## src/rtl/syncpt_pkg.sv

```systemverilog
package syncpt_pkg;
  localparam int WORD_W = 32;
  localparam int IDX_W  = 8;

  typedef enum logic {
    WAIT_DIRECT = 1'b0,
    WAIT_BASE   = 1'b1
  } wait_kind_e;

  // met when counter - threshold is non-negative as a signed value
  function automatic logic reached(input logic [WORD_W-1:0] cnt,
                                   input logic [WORD_W-1:0] thr);
    logic [WORD_W-1:0] diff;
    diff = cnt - thr;
    return ~diff[WORD_W-1];
  endfunction
endpackage

```

## src/rtl/syncpt_cnt_bank.sv

```systemverilog
module syncpt_cnt_bank
  import syncpt_pkg::*;
#(
  parameter int NUM = 16
) (
  input  logic                       clk_i,
  input  logic                       rst_ni,
  input  logic                       inc_en_i,
  input  logic [IDX_W-1:0]           inc_id_i,
  output logic [NUM-1:0][WORD_W-1:0] cnt_d_o
);
  logic [NUM-1:0][WORD_W-1:0] cnt_q;

  for (genvar g = 0; g < NUM; g++) begin : g_cnt
    logic hit;
    assign hit        = inc_en_i && (inc_id_i == IDX_W'(g));
    assign cnt_d_o[g] = cnt_q[g] + {{(WORD_W-1){1'b0}}, hit};
    always_ff @(posedge clk_i or negedge rst_ni) begin
      if (!rst_ni) cnt_q[g] <= '0;
      else         cnt_q[g] <= cnt_d_o[g];
    end
  end
endmodule

```

## src/rtl/syncpt_base_bank.sv

```systemverilog
module syncpt_base_bank
  import syncpt_pkg::*;
#(
  parameter int NUM = 8
) (
  input  logic                       clk_i,
  input  logic                       rst_ni,
  input  logic                       we_i,
  input  logic [IDX_W-1:0]           idx_i,
  input  logic [WORD_W-1:0]          data_i,
  output logic [NUM-1:0][WORD_W-1:0] base_d_o
);
  logic [NUM-1:0][WORD_W-1:0] base_q;

  for (genvar g = 0; g < NUM; g++) begin : g_base
    assign base_d_o[g] = (we_i && idx_i == IDX_W'(g)) ? data_i : base_q[g];
    always_ff @(posedge clk_i or negedge rst_ni) begin
      if (!rst_ni) base_q[g] <= '0;
      else         base_q[g] <= base_d_o[g];
    end
  end
endmodule

```

## src/rtl/syncpt_wait_cmp.sv

```systemverilog
module syncpt_wait_cmp
  import syncpt_pkg::*;
#(
  parameter int NUM_SYNCPT = 16,
  parameter int NUM_BASE   = 8
) (
  input  logic [WORD_W-1:0]                 word_i,
  input  wait_kind_e                        kind_i,
  input  logic [NUM_SYNCPT-1:0][WORD_W-1:0] cnt_i,
  input  logic [NUM_BASE-1:0][WORD_W-1:0]   base_i,
  output logic [WORD_W-1:0]                 thr_o,
  output logic                              met_o,
  output logic                              err_o
);
  localparam logic [IDX_W:0] SP_LIM   = (IDX_W+1)'(NUM_SYNCPT);
  localparam logic [IDX_W:0] BASE_LIM = (IDX_W+1)'(NUM_BASE);

  logic [IDX_W-1:0]  sp_idx, b_idx;
  logic [15:0]       ofs;
  logic              sp_bad, base_bad;
  logic [WORD_W-1:0] cnt_val, base_val;

  assign sp_idx = word_i[31:24];
  assign b_idx  = word_i[23:16];
  assign ofs    = word_i[15:0];

  assign sp_bad   = {1'b0, sp_idx} >= SP_LIM;
  assign base_bad = (kind_i == WAIT_BASE) && ({1'b0, b_idx} >= BASE_LIM);

  always_comb begin
    cnt_val = '0;
    for (int i = 0; i < NUM_SYNCPT; i++)
      if (sp_idx == IDX_W'(i)) cnt_val = cnt_i[i];
  end

  always_comb begin
    base_val = '0;
    for (int i = 0; i < NUM_BASE; i++)
      if (b_idx == IDX_W'(i)) base_val = base_i[i];
  end

  always_comb begin
    if (kind_i == WAIT_BASE) thr_o = base_val + {16'h0, ofs};
    else                     thr_o = {8'h0, word_i[23:0]};
  end

  assign err_o = sp_bad | base_bad;
  assign met_o = err_o | reached(cnt_val, thr_o);
endmodule

```

## src/rtl/syncpt_wait_eval.sv

```systemverilog
module syncpt_wait_eval
  import syncpt_pkg::*;
#(
  parameter int          NUM_SYNCPT    = 16,
  parameter int          NUM_BASE      = 8,
  parameter logic [7:0]  HOST_CLASS    = 8'h01,
  parameter logic [11:0] METHOD_DIRECT = 12'h008,
  parameter logic [11:0] METHOD_BASE   = 12'h009
) (
  input  logic        clk_i,
  input  logic        rst_ni,
  input  logic        incr_valid_i,
  input  logic [7:0]  incr_id_i,
  input  logic        base_we_i,
  input  logic [7:0]  base_idx_i,
  input  logic [31:0] base_data_i,
  input  logic        wait_valid_i,
  input  logic        wait_base_i,
  input  logic [31:0] wait_word_i,
  output logic        wait_ready_o,
  output logic        busy_o,
  output logic        done_o,
  output logic        err_o,
  output logic [31:0] thr_o,
  output logic [7:0]  dbg_class_o,
  output logic [11:0] dbg_method_o,
  output logic [31:0] dbg_word_o
);
  logic [NUM_SYNCPT-1:0][WORD_W-1:0] cnt_d;
  logic [NUM_BASE-1:0][WORD_W-1:0]   base_d;

  logic              pend_q, pend_d;
  logic              met_q, err_q;
  wait_kind_e        kind_q, kind_d;
  logic [WORD_W-1:0] word_q, word_d, thr_q, thr_c;
  logic              met_c, err_c, accept;

  syncpt_cnt_bank #(.NUM(NUM_SYNCPT)) u_cnt (
    .clk_i    (clk_i),
    .rst_ni   (rst_ni),
    .inc_en_i (incr_valid_i),
    .inc_id_i (incr_id_i),
    .cnt_d_o  (cnt_d)
  );

  syncpt_base_bank #(.NUM(NUM_BASE)) u_base (
    .clk_i    (clk_i),
    .rst_ni   (rst_ni),
    .we_i     (base_we_i),
    .idx_i    (base_idx_i),
    .data_i   (base_data_i),
    .base_d_o (base_d)
  );

  // evaluate against next-state values so the flag lands one cycle after the cause
  syncpt_wait_cmp #(.NUM_SYNCPT(NUM_SYNCPT), .NUM_BASE(NUM_BASE)) u_cmp (
    .word_i (word_d),
    .kind_i (kind_d),
    .cnt_i  (cnt_d),
    .base_i (base_d),
    .thr_o  (thr_c),
    .met_o  (met_c),
    .err_o  (err_c)
  );

  assign accept = wait_valid_i & ~pend_q;
  assign pend_d = accept | (pend_q & ~met_q);
  assign word_d = accept ? wait_word_i : word_q;
  assign kind_d = accept ? wait_kind_e'(wait_base_i) : kind_q;

  always_ff @(posedge clk_i or negedge rst_ni) begin
    if (!rst_ni) begin
      pend_q <= 1'b0;
      met_q  <= 1'b0;
      err_q  <= 1'b0;
      kind_q <= WAIT_DIRECT;
      word_q <= '0;
      thr_q  <= '0;
    end else begin
      pend_q <= pend_d;
      met_q  <= pend_d & met_c;
      err_q  <= pend_d & err_c;
      kind_q <= kind_d;
      word_q <= word_d;
      thr_q  <= pend_d ? thr_c : '0;
    end
  end

  assign wait_ready_o = ~pend_q;
  assign busy_o       = pend_q;
  assign done_o       = met_q;
  assign err_o        = err_q;
  assign thr_o        = thr_q;
  assign dbg_class_o  = pend_q ? HOST_CLASS : 8'h0;
  assign dbg_method_o = !pend_q ? 12'h0 :
                        (kind_q == WAIT_BASE) ? METHOD_BASE : METHOD_DIRECT;
  assign dbg_word_o   = pend_q ? word_q : '0;
endmodule

```

## config.mk

```make
export PLATFORM = sky130hd
export DESIGN_NAME = syncpt_wait_eval
export DESIGN_NICKNAME = d
export VERILOG_FILES = /design/src/rtl/syncpt_pkg.sv /design/src/rtl/syncpt_cnt_bank.sv /design/src/rtl/syncpt_base_bank.sv /design/src/rtl/syncpt_wait_cmp.sv /design/src/rtl/syncpt_wait_eval.sv
export SDC_FILE = /design/constraint.sdc
export NUM_CORES = 2
export LEC_CHECK = 0
export ABC_AREA = 1
export BUFFER_PORTS_ARGS = -buffer_cell sky130_fd_sc_hd__clkbuf_2
export CORE_MARGIN = 2
export CORE_UTILIZATION = 30
export DETAILED_ROUTE_END_ITERATION = 8
export GPL_ROUTABILITY_DRIVEN = 1
export REMOVE_ABC_BUFFERS = 1
export SLEW_MARGIN = 5
export SYNTH_ARGS = -nofsm -noshare
export SYNTH_HDL_FRONTEND = slang
export SYNTH_SLANG_ARGS = --single-unit
```

## constraint.sdc

```tcl
create_clock -name clk_i -period 7.1 [get_ports clk_i]
set_input_delay 0.71 -clock clk_i [delete_from_list [all_inputs] [get_ports clk_i]]
set_output_delay 0.71 -clock clk_i [all_outputs]
set_load 0.01 [all_outputs]
```

## Yosys cells after proc, flatten, opt, wreduce, memory -nomap -nowiden

Cells that the tools add are included.

| word-level totals | value |
|---|---|
| register bits after elaboration | 836 |
| latch bits | 0 |
| RAM bits | 0 |
| memory bits (read-only) | 0 |
| output and inout port bits | 88 |
| memories | 0 |

| operators by class | value |
|---|---|
| $add $sub $neg | 18 |
| multiply operators | 0 |
| divide/modulo/power cells | 0 |
| magnitude comparators | 2 |
| eq/ne operators | 44 |
| shift-type cells | 0 |
| muxes and demuxes | 40 |
| bitwise gates (word level) | 10 |
| reduce and logical (&&, ||, !) cells | 29 |

Operators with widths:

| operator | count |
|---|---|
| two-way mux 32 bit | 36 |
| adder 32 x 1 -> 32 bit | 16 |
| equality test 8 x 3 -> 1 bit (second input constant) | 16 |
| equality test 8 x 4 -> 1 bit (second input constant) | 16 |
| equality test 8 x 2 -> 1 bit (second input constant) | 8 |
| adder 32 x 16 -> 32 bit | 1 |
| equality test 8 x 1 -> 1 bit (second input constant) | 4 |
| zero test 8 bit | 4 |
| subtractor 32 bit | 1 |
| logical AND 1 bit | 25 |
| two-way mux 12 bit | 1 |
| >= comparator 8 x 4 -> 1 bit (second input constant) | 1 |
| >= comparator 8 x 5 -> 1 bit (second input constant) | 1 |
| AND 1 bit | 4 |
| two-way mux 1 bit | 3 |
| NOT 1 bit | 3 |
| OR 1 bit | 3 |

## Longest topological paths before layout

| logic depth | value |
|---|---|
| depth after elaboration | 24 |
| depth in mapped cells | 48 |

## By module

A second synthesis with hierarchy kept.

| second synthesis, totals | value |
|---|---|
| cells, all modules | 6,685 |
| area total of the unflattened synthesis | 48,652.9 sq um |

By module, submodules not included:

| module | times used | cells each | area an instance (sq um) | sequential area each (sq um) |
|---|---|---|---|---|
| syncpt_cnt_bank | 1 | 3,641 | 27,616.5 | 12,812.3 |
| syncpt_base_bank | 1 | 1,169 | 10,417.5 | 6,406.1 |
| syncpt_wait_cmp | 1 | 1,532 | 7,673.6 | 0.0 |
| syncpt_wait_eval | 1 | 343 | 2,945.3 | 1,701.6 |

## Least setup slack after synthesis

OpenSTA, ideal clock, no wires.

| path | value |
|---|---|
| kind | input to register |
| start point | input port wait_valid_i |
| end point | register met_q, in the netlist done_o |
| library setup time | 0.118 ns |
| arrival | 6.361 ns |
| data required time | 6.982 ns |
| path slack | 0.621 ns |
| stages on the path | 44 |
| path buffers | 4 |
| path through | buf_4 > nand2_4 > buf_12 > nand2_4 > o21ai_4 > nand2_2 > nor2_8 > nand2_4 > nor2_8 > buf_4 > clkbuf_1 > a22oi_1 > nand2_1 > a221oi_1 > nand2_1 > o211ai_1 > nand2_1 > ha_1 > [8 not listed] > a21oi_1 > o21ai_0 > a21oi_1 > o21ai_0 > nand2_1 > nor2_1 > nand2_1 > a21oi_1 > o21ai_0 > ha_1 > a21oi_1 > o21ai_0 > nand3_1 > a21oi_1 > a2111oi_0 > nand3_1 > nand3_1 > nand2_1 |

| on the way | value |
|---|---|
| word-level cells in the longest chain between the ends | 23 |
| elaborated cells between the ends (all ways) | 62 |

Ends and longest elaborated chain:

| element | line | text |
|---|---|---|
| start: declaration | syncpt_wait_eval.sv:17 | `input logic wait_valid_i,` |
| AND 1 bit (*) | syncpt_wait_eval.sv:66 | `assign accept = wait_valid_i & ~pend_q;` |
| branches (longest 21 deep; another with adder 32 x 16 -> 32 bit) | - |  |
| AND 1 bit (*) | syncpt_wait_eval.sv:81 | `met_q <= pend_d & met_c;` |
| end signal: assignment | syncpt_wait_eval.sv:81 |  |
| end: declaration | syncpt_wait_eval.sv:33 | `logic met_q, err_q;` |

Mark *: on every way between the ends.

## Worst setup path after layout

| path | value |
|---|---|
| start point | register pend_q, in the netlist busy_o |
| end point | register met_q, in the netlist done_o |

| on the way | value |
|---|---|
| word-level cells in the longest chain between the ends | 24 |
| elaborated cells between the ends (all ways) | 64 |

Ends and longest elaborated chain:

| element | line | text |
|---|---|---|
| start: declaration | syncpt_wait_eval.sv:32 | `logic pend_q, pend_d;` |
| start signal: assignment | syncpt_wait_eval.sv:80 | `pend_q <= pend_d;` |
| branches (longest 23 deep; another with two-way mux 32 bit) | - |  |
| AND 1 bit (*) | syncpt_wait_eval.sv:81 |  |

Marks and branches as above.

==> flow_metrics.py <==
metrics = {
    "setup_path": {
        "cp-start-kind": "register",
        "end_kind": "register",
        "critPathKind": "reg2reg",
        "cp_max_fo": 14,
        "arrival_ns": 6.99,
        "timing.critical_path.mode_cell": "nand2_1",
        "worstPathRequired_ns": 7.68,
        "ff2ff_path_depth": 42,
        "critPathSlowestCell": "or4_1",
        "slowest_delay_ns": 0.55,
    },
    "synth": {
        "synthAdderAreaFrac": 0.02180,
        "ys_async_sr_fraction": 1.000,
        "avgSynthCellArea_um2": 7.865,
        "synth_cells": 5810,
        "yosys_warnings": 0,
        "synth.distinct_cells": 67,
        "syn_area_um2": 45690,
        "ys.flop_type": "dfrtp_1",
        "synth_top_family_by_area": "simple AND/OR/NAND/NOR gates",
        "yosys_register_bits": 836,
        "ys_seq_area_frac": 0.4578,
        "synth-edff-count": 0,
        "synth_simple_gate_area_frac": 0.2493,
        "synthXorXnorAreaFrac": 0.07705,
        "muxShareOfSynthArea": 0,
        "synth_compound_area_frac": 0.09543,
    },
    "timing": {
        "fin_crit_sh": 0.9031,
        "hold_viol": 0,
        "slew_headroom": 0.2461,
        "slew_viol_final": 0,
        "rsz0062_at_grt": "false",
        "clock.fmax_mhz": 156.0,
        "fin_skew_ns": 0.04132,
        "worst_pin_slew_ns": 1.119,
        "fin_setup_tns_ns": 0,
        "finalSetupViolCount": 0,
        "min_period_ns": 6.412,
    },
    "global_routing": {
        "overflow": 0,
        "antenna_found_initial": 14,
        "track_usage": 0.1885,
        "grt_max_degree": 166,
        "grt_pass1_vias": 38610,
        "grt_pass1_wl_mm": 229.0,
    },
    "pwr": {
        "p_comb_frac": 0.184,
        "p_int_mw": 8.781,
        "power.density_nw_per_um2": 238.7,
        "p_leak_nw": 27.78,
        "power_frac_seq": 0.403,
        "p_sw_mw": 3.943,
        "switching_share": 0.3099,
        "clockPowerShare": 0.413,
        "vdd_ir_drop_max_uv": 216.3,
    },
    "clock_network": {
        "clk_pin_slew_ns": 0.06,
        "tritoncts": "yes",
        "htreeDepth": 3,
        "cts_buffers": 95,
        "cts_buffer_depth": 3,
        "clock-root-buffer": "clkbuf_16",
        "cts.sinks": 836,
        "clock_latency_ns": 0.72,
    },
    "floorplanning": {
        "die_x_um": 394.3,
        "core_um2": 151500,
        "row_count": 143,
        "start_util": 0.3015,
        "die_area_um2": 155400,
        "pin_count": 174,
        "dieHeight_um": 394.3,
    },
    "detailed_routing": {
        "wl_mm": 149.1,
        "num_vias": 39640,
        "drt_pre_antenna_iters": 6,
        "drtAntennaViolNets": 0,
        "via_per_inst": 4.815,
        "first_iter_violations": 3356,
        "drc": 0,
        "wl_per_cell_um": 18.11,
    },
    "status": {
        "status": "complete, no violations",
    },
    "final_layout": {
        "final_area_um2": 53310,
        "layout-drive-gt1-share": 0.1072,
        "nNetsFinal": 6293,
        "fin_util": 0.3518,
        "antenna-diode-count": 0,
        "ff_latch_area_um2": 20920,
        "fillCellCount": 15850,
        "multiInputGateArea_um2": 20370,
        "area_growth_pct": 16.68,
    },
    "flow_run": {
        "cap_violations": 0,
    },
    "min_path": {
        "hp-class": "in2async",
    },
    "place": {
        "portBuffers": 156,
        "dp_hpwl_mm": 115.4,
        "place_area_um2": 49970,
        "gp_congestion": 0.9076,
    },
}
[per-layer routing]
layer / global-route usage / wire [um] / up-vias
met5: 0 / 24 / -
met4: 0.05152 / 3829 / 6
met2: 0.3041 / 68170 / 1159
met3: 0.03522 / 9471 / 219
li1: - / - / 19170
met1: 0.2579 / 67630 / 19090
[cells in the mapped netlist, types with 20 or more instances]
cell,n,area (um2)
o2111ai_1,22,192.7
a21oi_1,179,895.9
nor4_1,79,494.2
o211ai_1,20,150.1
o22ai_1,51,319.1
nor2_1,431,1618
dfrtp_1,836,20920
nor3_1,144,720.7
ha_1,78,975.9
o21ai_0,409,2047
nand2_1,1355,5086
xnor2_1,86,753.2
xor2_1,316,2768
clkbuf_1,109,409.1
or2_2,36,225.2
buf_4,31,232.7
nand3_1,279,1396
inv_1,959,3600
nand4_1,137,857.1
[logic make-up (layout without fill, tap and decap cells)]
group | Yosys count | after routing
adders and majority gates | 79 | 79
buffers and inverters | 1143 | 1520
DFF | 836 | 836
xor gates and xnor gates | 402 | 402
and+or+nand+nor | 2572 | 2572
AOI/OAI and AO/OA | 777 | 777
other | 1 | 17
[registers in the layout (all words and copies together) (netlist names)]
name           flops
u_cnt.cnt_q      512
done_o             1
kind_q             1
thr_o             32
err_o              1
u_base.base_q    256
word_q            32
busy_o             1
[per-stage QoR]
step	hold slack (ns)	std cells	power [mW]	worst slack, ns
after floorplan	0.4144	5668	6.287	0.09232
after global placement	0.4508	8061	7.521	0.06263
after detailed placement	0.4565	8061	7.533	-0.03679
after CTS	0.04510	8233	12.82	0.5640
after global routing	0.08487	8233	13.25	0.01581
final	0.04790	8233	12.72	0.6881
[power by group through the flow]
stage                     clock network [mW]  registers (mW)  logic [mW]
final                                   5.26            5.13        2.34
after global routing                    5.54            5.15        2.56
after CTS                               5.35            5.13        2.34
after detailed placement                   0            5.21        2.33
after global placement                     0            5.21        2.31
after floorplan                            0            5.21        1.07
[area by class of cell]
type | instances | share of cell area
clock buffer | 141 | 0.05330
clock inverter | 31 | 0.009434
inverter | 985 | 0.06947
multi-input combinational | 3847 | 0.3821
sequential | 836 | 0.3924
tap | 2030 | 0.04764
timing repair buffer | 363 | 0.04562
[worst max-delay path: cells and delay by family (launching register included)]
family / cells / cell delay, ns
AO/OA/AOI/OAI: 14 / 1.84
adder cells (fa/ha/maj): 3 / 0.88
flip-flops: 1 / 0.44
buffers and inverters: 4 / 0.42
AND/OR/NAND/NOR: 21 / 2.71
[worst paths after layout]
kind                                    start            endpoint  slack [ns]
max                                    busy_o              done_o        0.69
min                                    rst_ni           word_q[1]        0.05
max reg2reg                            busy_o              done_o        0.69
min reg2reg                u_base.base_q[211]  u_base.base_q[211]        0.47
max in group asynchronous              rst_ni    u_cnt.cnt_q[347]        5.25
min in group clk_i            wait_word_i[12]          word_q[12]        0.28
[cell usage in the layout (no fill, tap or decap), types with 10 or more instances in the layout]
| master | n |
|---|---|
| or2_2 | 36 |
| ha_1 | 78 |
| o21ai_1 | 19 |
| o21ai_0 | 407 |
| nand2_2 | 19 |
| a21oi_1 | 179 |
| conb_1 | 17 |
| xnor2_1 | 86 |
| nand3b_1 | 10 |
| o22ai_1 | 51 |
| nand4_1 | 137 |
| nand2_1 | 1350 |
| nor3_2 | 11 |
| a22oi_1 | 18 |
| clkbuf_2 | 155 |
| dfrtp_1 | 835 |
| o211ai_1 | 20 |
| inv_2 | 20 |
| nor2_1 | 429 |
| nand3_1 | 279 |
| nor3_1 | 143 |
| xor2_1 | 316 |
| clkbuf_8 | 27 |
| clkbuf_16 | 96 |
| nor4_1 | 79 |
| inv_1 | 959 |
| clkinv_2 | 12 |
| clkbuf_1 | 18 |
| o2111ai_1 | 22 |
| nor2_2 | 17 |
| a221oi_1 | 16 |
| buf_4 | 200 |
[repair_timing]
action | 4_1_cts | 5_1_grt
setup endpoints to repair | 0 | 1
buffers inserted | 0 | 0
resized for setup | 0 | 2
hold buffers | 0 | 0
No activity file was read; power rests on OpenSTA's default activity.
